`src/rtl/rdiv_pkg.sv`:
```
package rdiv_pkg;
  typedef enum logic [1:0] {
    OP_IDLE  = 2'd0,
    OP_LOAD  = 2'd1,
    OP_SHIFT = 2'd2,
    OP_TRIAL = 2'd3
  } rdiv_op_e;
endpackage

```
`src/rtl/rdiv_ctrl.sv`:
```
module rdiv_ctrl #(
  parameter int WIDTH = 8
) (
  input  logic               clk_i,
  input  logic               rst_ni,
  input  logic               start_i,
  output rdiv_pkg::rdiv_op_e op_o,
  output logic               busy_o,
  output logic               done_o
);
  import rdiv_pkg::*;

  localparam int STEPS = 2 * WIDTH;
  localparam int CW    = $clog2(STEPS + 1);
  localparam logic [CW-1:0] LAST_STEP = CW'(STEPS - 1);

  logic [CW-1:0] step_q;
  logic          busy_q, done_q;
  logic          accept;

  assign accept = start_i & ~busy_q;

  // even steps shift, odd steps subtract and write back
  always_comb begin
    if (accept)      op_o = OP_LOAD;
    else if (busy_q) op_o = step_q[0] ? OP_TRIAL : OP_SHIFT;
    else             op_o = OP_IDLE;
  end

  always_ff @(posedge clk_i or negedge rst_ni) begin
    if (!rst_ni) begin
      step_q <= '0;
      busy_q <= 1'b0;
      done_q <= 1'b0;
    end else if (accept) begin
      step_q <= '0;
      busy_q <= 1'b1;
      done_q <= 1'b0;
    end else if (busy_q) begin
      step_q <= step_q + 1'b1;
      if (step_q == LAST_STEP) begin
        busy_q <= 1'b0;
        done_q <= 1'b1;
      end
    end
  end

  assign busy_o = busy_q;
  assign done_o = done_q;
endmodule

```
`src/rtl/rdiv_sub.sv`:
```
module rdiv_sub #(
  parameter int WIDTH = 8
) (
  input  logic [WIDTH:0]   a_i,
  input  logic [WIDTH-1:0] b_i,
  output logic [WIDTH:0]   diff_o,
  output logic             neg_o
);
  // one guard bit above the widened remainder acts as the borrow
  assign {neg_o, diff_o} = {1'b0, a_i} - {2'b00, b_i};
endmodule

```
`src/rtl/rdiv_regs.sv`:
```
module rdiv_regs #(
  parameter int WIDTH = 8
) (
  input  logic               clk_i,
  input  logic               rst_ni,
  input  rdiv_pkg::rdiv_op_e op_i,
  input  logic [WIDTH-1:0]   dividend_i,
  input  logic [WIDTH-1:0]   divisor_i,
  input  logic [WIDTH:0]     diff_i,
  input  logic               neg_i,
  output logic [WIDTH:0]     rem_o,
  output logic [WIDTH-1:0]   quo_o,
  output logic [WIDTH-1:0]   dvs_o
);
  import rdiv_pkg::*;

  logic [WIDTH:0]   rem_q, rem_d;
  logic [WIDTH-1:0] quo_q, quo_d;
  logic [WIDTH-1:0] dvs_q, dvs_d;

  // remainder source select: zero, shifted, or subtractor
  always_comb begin
    rem_d = rem_q;
    quo_d = quo_q;
    dvs_d = dvs_q;
    unique case (op_i)
      OP_LOAD: begin
        rem_d = '0;
        quo_d = dividend_i;
        dvs_d = divisor_i;
      end
      OP_SHIFT: begin
        rem_d = {rem_q[WIDTH-1:0], quo_q[WIDTH-1]};
        quo_d = {quo_q[WIDTH-2:0], 1'b0};
      end
      OP_TRIAL: begin
        rem_d = neg_i ? rem_q : diff_i;
        quo_d = {quo_q[WIDTH-1:1], ~neg_i};
      end
      default: ;
    endcase
  end

  always_ff @(posedge clk_i or negedge rst_ni) begin
    if (!rst_ni) begin
      rem_q <= '0;
      quo_q <= '0;
      dvs_q <= '0;
    end else begin
      rem_q <= rem_d;
      quo_q <= quo_d;
      dvs_q <= dvs_d;
    end
  end

  assign rem_o = rem_q;
  assign quo_o = quo_q;
  assign dvs_o = dvs_q;
endmodule

```
`src/rtl/rdiv_seq.sv`:
```
module rdiv_seq #(
  parameter int WIDTH = 8
) (
  input  logic             clk_i,
  input  logic             rst_ni,
  input  logic             start_i,
  input  logic [WIDTH-1:0] dividend_i,
  input  logic [WIDTH-1:0] divisor_i,
  output logic             busy_o,
  output logic             done_o,
  output logic [WIDTH-1:0] quotient_o,
  output logic [WIDTH-1:0] remainder_o
);
  import rdiv_pkg::*;

  rdiv_op_e         op;
  logic [WIDTH:0]   rem, diff;
  logic [WIDTH-1:0] dvs;
  logic             neg;

  rdiv_ctrl #(.WIDTH(WIDTH)) i_ctrl (
    .clk_i  (clk_i),
    .rst_ni (rst_ni),
    .start_i(start_i),
    .op_o   (op),
    .busy_o (busy_o),
    .done_o (done_o)
  );

  rdiv_sub #(.WIDTH(WIDTH)) i_sub (
    .a_i   (rem),
    .b_i   (dvs),
    .diff_o(diff),
    .neg_o (neg)
  );

  rdiv_regs #(.WIDTH(WIDTH)) i_regs (
    .clk_i     (clk_i),
    .rst_ni    (rst_ni),
    .op_i      (op),
    .dividend_i(dividend_i),
    .divisor_i (divisor_i),
    .diff_i    (diff),
    .neg_i     (neg),
    .rem_o     (rem),
    .quo_o     (quotient_o),
    .dvs_o     (dvs)
  );

  assign remainder_o = rem[WIDTH-1:0];
endmodule

```
`config.mk`:
```
export PLATFORM = sky130hd
export DESIGN_NAME = rdiv_seq
export DESIGN_NICKNAME = d
export VERILOG_FILES = /design/src/rtl/rdiv_pkg.sv /design/src/rtl/rdiv_ctrl.sv /design/src/rtl/rdiv_sub.sv /design/src/rtl/rdiv_regs.sv /design/src/rtl/rdiv_seq.sv
export SDC_FILE = /design/constraint.sdc
export NUM_CORES = 1
export LEC_CHECK = 0
export ABC_AREA = 1
export BUFFER_PORTS_ARGS = -buffer_cell sky130_fd_sc_hd__buf_4
export CAP_MARGIN = 0
export CORE_ASPECT_RATIO = 0.75
export CORE_UTILIZATION = 40
export DETAILED_ROUTE_END_ITERATION = 10
export SYNTH_ARGS = -nofsm -noshare
export SYNTH_HDL_FRONTEND = slang
export SYNTH_SLANG_ARGS = --single-unit
```
`constraint.sdc`:
```
create_clock -name clk_i -period 1.8 [get_ports clk_i]
set_clock_uncertainty 0.15 [all_clocks]
set_input_delay 0 -clock clk_i [delete_from_list [all_inputs] [get_ports clk_i]]
set_output_delay 0 -clock clk_i [all_outputs]
set_load 0.01 [all_outputs]
```
==> results.md <==
- Outcome: complete, but fails checks
- Failing checks: setup timing
- Sinks on the clock net: 32
- Worst path cell trace: inv_2 > ha_4 > fa_2 > inv_2 > nand2_4 > nand2_4 > buf_4 > a21oi_1 > nand3b_1 > nand2_1 > nand2_1 > nand2_1
- Antenna Violating Nets Remaining: 0
- DRC viols: 0
- Worst-Margin Slew: 428.7 ps
- Ant. Diodes: 0
- Initial Util: 0.4294
- Pre-antenna DRT Iters: 4
- Placer Congestion: 0.8513
- Vias per cell: 4.781
- Final hold vios: 0
- Worst stage delay on the critical path: 370 ps
- Slew Limit Fails: 0
- Largest net degree at the start of global routing: 33
- Later-pin clock latency in the skew report: 300 ps
- Wire per inst: 13.28 µm
- Fraction of registers with async set/reset: 1.000
- Gr usage total: 0.2055
- Slew margin rel.: 0.7142
- Startpoint Class: flop
- Gate Count Post-Synth: 256
- Most used DFF post-synth: dfrtp_1
- Final wirelength: 5286 µm
- Total CTS buffers: 5
- Crit path arrival time: 1910 ps
- Design Area, Final: 0.002972 mm²
- PnR worst setup slack: -20.48 ps
- Synth Register Bits: 32
- Seq/Total Area, Yosys: 0.4056
- Fin crit share: 1.011
- Yosys warnings: 0
- Place WS: -111.0 ps
- Final HPWL DP: 3473 µm
- Most common cell on crit path: nand2_1
- Die W: 83.13 µm
- Cells after DPL: 369
- Critical R2R Launch: i_regs.rem_o[0]
- CTS tree: yes
- Core area: 0.004598 mm²
- WP data required: 1890 ps
- Global-route wire length before repair: 8342 µm
- Post-Syn Area: 0.001974 mm²
- # rows: 21
- Vias: 1903
- Clock buffer depth: 2
- Nets: 370
- Pwr Density: 2180 mW/mm²
- Root buf cell: clkbuf_8
- CTS clk-pin slew, worst paths: 70 ps
- Final Util: 0.6463
- Grt ovf: 0
- First DRT Iteration DRCs: 78
- CP Max Fanout: 3
- Vias in the first global route: 1696
- Antenna violations before repair: 0
- Number of flops mapped to enable cells by yosys: 0
- Fin crit period: 1820 ps
- H-tree Lvls: 2
- Mean post-synth cell area: 7.712 µm²
- Yosys cell types: 30
- Hold Crit Class: in2async
- Max Clock Freq: 0.5493 GHz
- R2R Setup Slk: -20 ps
- Layout cells sized above 1: 0.3548
- Crit path kind: reg2reg
- Peak VDD IR: 1106 µV
- Worst r2r path cells: 12
- Dpl cell area: 0.002480 mm²
- Leak: 1.504 nW
- Net Count, Synth: 286
- Critical R2R Capture: i_regs.rem_o[4]
- RSZ-0062 raised after global routing: true
- P&R area growth vs syn: 50.51%
- Die Y: 62.85 µm
- Crit path capture type: flop
- Slowest CP cell: dfrtp_1
- Setup Viol. Count Final: 2
- Top Ports: 37
- Number of max-cap violations: 0
- IO Port Bufs: 36
- Final Non-Filler Cells: 398
- Die footprint: 0.005224 mm²
cell usage in the layout, fill, tap and decap left out, drive strengths merged, types with 10 or more instances in the layout:
master and n:
nand2 82, buf 71, inv 34, dfrtp 32
nand3 26, nor2 22, dlygate4sd3 18, o21ai 12
o22ai 10, ha 10
Yosys cell counts (3+ instances only):
| master | number | area [µm²] |
|---|---|---|
| a21oi_1 | 5 | 25.02 |
| buf_4 | 8 | 60.06 |
| dfrtp_1 | 32 | 800.8 |
| ha_1 | 10 | 125.1 |
| inv_1 | 28 | 105.1 |
| inv_2 | 4 | 15.01 |
| nand2_1 | 78 | 292.8 |
| nand3_1 | 26 | 130.1 |
| nor2_1 | 20 | 75.07 |
| nor3_1 | 3 | 15.01 |
| o21ai_0 | 12 | 60.06 |
| o22ai_1 | 9 | 56.30 |
power breakdown:
| group | switching (mW) | total (mW) | leakage (nW) | internal, mW |
|---|---|---|---|---|
| Clock | 0.293 | 0.782 | 0.0645 | 0.489 |
| Combinational | 2.31 | 4.35 | 1.05 | 2.05 |
| Sequential | 0.278 | 1.35 | 0.387 | 1.07 |
worst max-delay path, delay by kind of cell (launching register included):
family,cells,cell delay (ps)
fa+ha+maj,2,510
simple gates,6,450
flops,1,370
buf+inv,3,250
compound gates,1,50
metal layers:
| metal | wire (µm) | vias up | global-route usage |
|---|---|---|---|
| li1 | - | 984 | - |
| met5 | 0 | - | 0 |
| met1 | 2667 | 875 | 0.2997 |
| met2 | 2302 | 36 | 0.2900 |
| met4 | 80 | 0 | 0.08836 |
| met3 | 235 | 8 | 0.04491 |
logic make-up (layout without fill, tap and decap cells):
logic type                 after synthesis  in the layout  share of synthesized area
and+or+nand+nor                        137            137                     0.3111
buffers and inverters                   46            131                     0.1147
DFF                                     32             32                     0.4056
AOI/OAI and AO/OA                       29             29                    0.09062
adders and majority gates               11             11                    0.07351
xor gates and xnor gates                 1              1                   0.004437
area by class of cell:
cell class | instances | area [µm²]
Fill cell | 398 | 1627
Tap cell | 57 | 71.32
Multi-Input combinational cell | 178 | 1112
Clock buffer | 7 | 96.34
Clock inverter | 1 | 30.03
Sequential cell | 32 | 800.8
Timing Repair Buffer | 89 | 725.7
Inverter | 34 | 135.1
worst max-delay path by stage:
| stage | endpoint | slack [ps] | startpoint |
|---|---|---|---|
| 3_5_place_dp | i_regs.rem_o[8] | -110 | i_regs.rem_o[0] |
| 4_1_cts | i_regs.rem_o[6] | -0.6 | i_regs.dvs_o[0] |
| 3_3_place_gp | i_regs.rem_o[8] | -70 | i_regs.rem_o[0] |
| 6_report | i_regs.rem_o[4] | -20 | i_regs.rem_o[0] |
| 2_1_floorplan | i_regs.rem_o[6] | 4 | i_regs.rem_o[0] |
| 5_1_grt | i_regs.rem_o[6] | -100 | i_regs.rem_o[0] |
sequential cells by signal (all words and copies together) (netlist names):
signal and cells:
i_ctrl.step_q 5, i_ctrl.busy_o 1, i_regs.quo_o 8, i_ctrl.done_o 1
i_regs.dvs_o 8, i_regs.rem_o 9
through the flow:
stage | total power [mW] | TNS (ps) | hold WS (ps)
2_1_floorplan | 3.695 | 0 | -445.6
3_3_place_gp | 5.040 | -213.1 | -181.7
3_5_place_dp | 5.060 | -437.8 | -181.9
4_1_cts | 6.052 | -0.6217 | 43.25
5_1_grt | 7.023 | -503.2 | 76.33
6_report | 6.479 | -34.10 | 30.36
repair_timing:
| action | 4_1_cts | 5_1_grt |
|---|---|---|
| resized for setup | 11 | 21 |
| buffers inserted | 0 | 3 |
| endpoints found under the hold margin | 51 | 0 |
| pin swaps | 5 | 11 |
| hold buffers | 18 | 0 |
| setup endpoints to repair | 10 | 10 |
No activity file was read; power rests on OpenSTA's default activity.
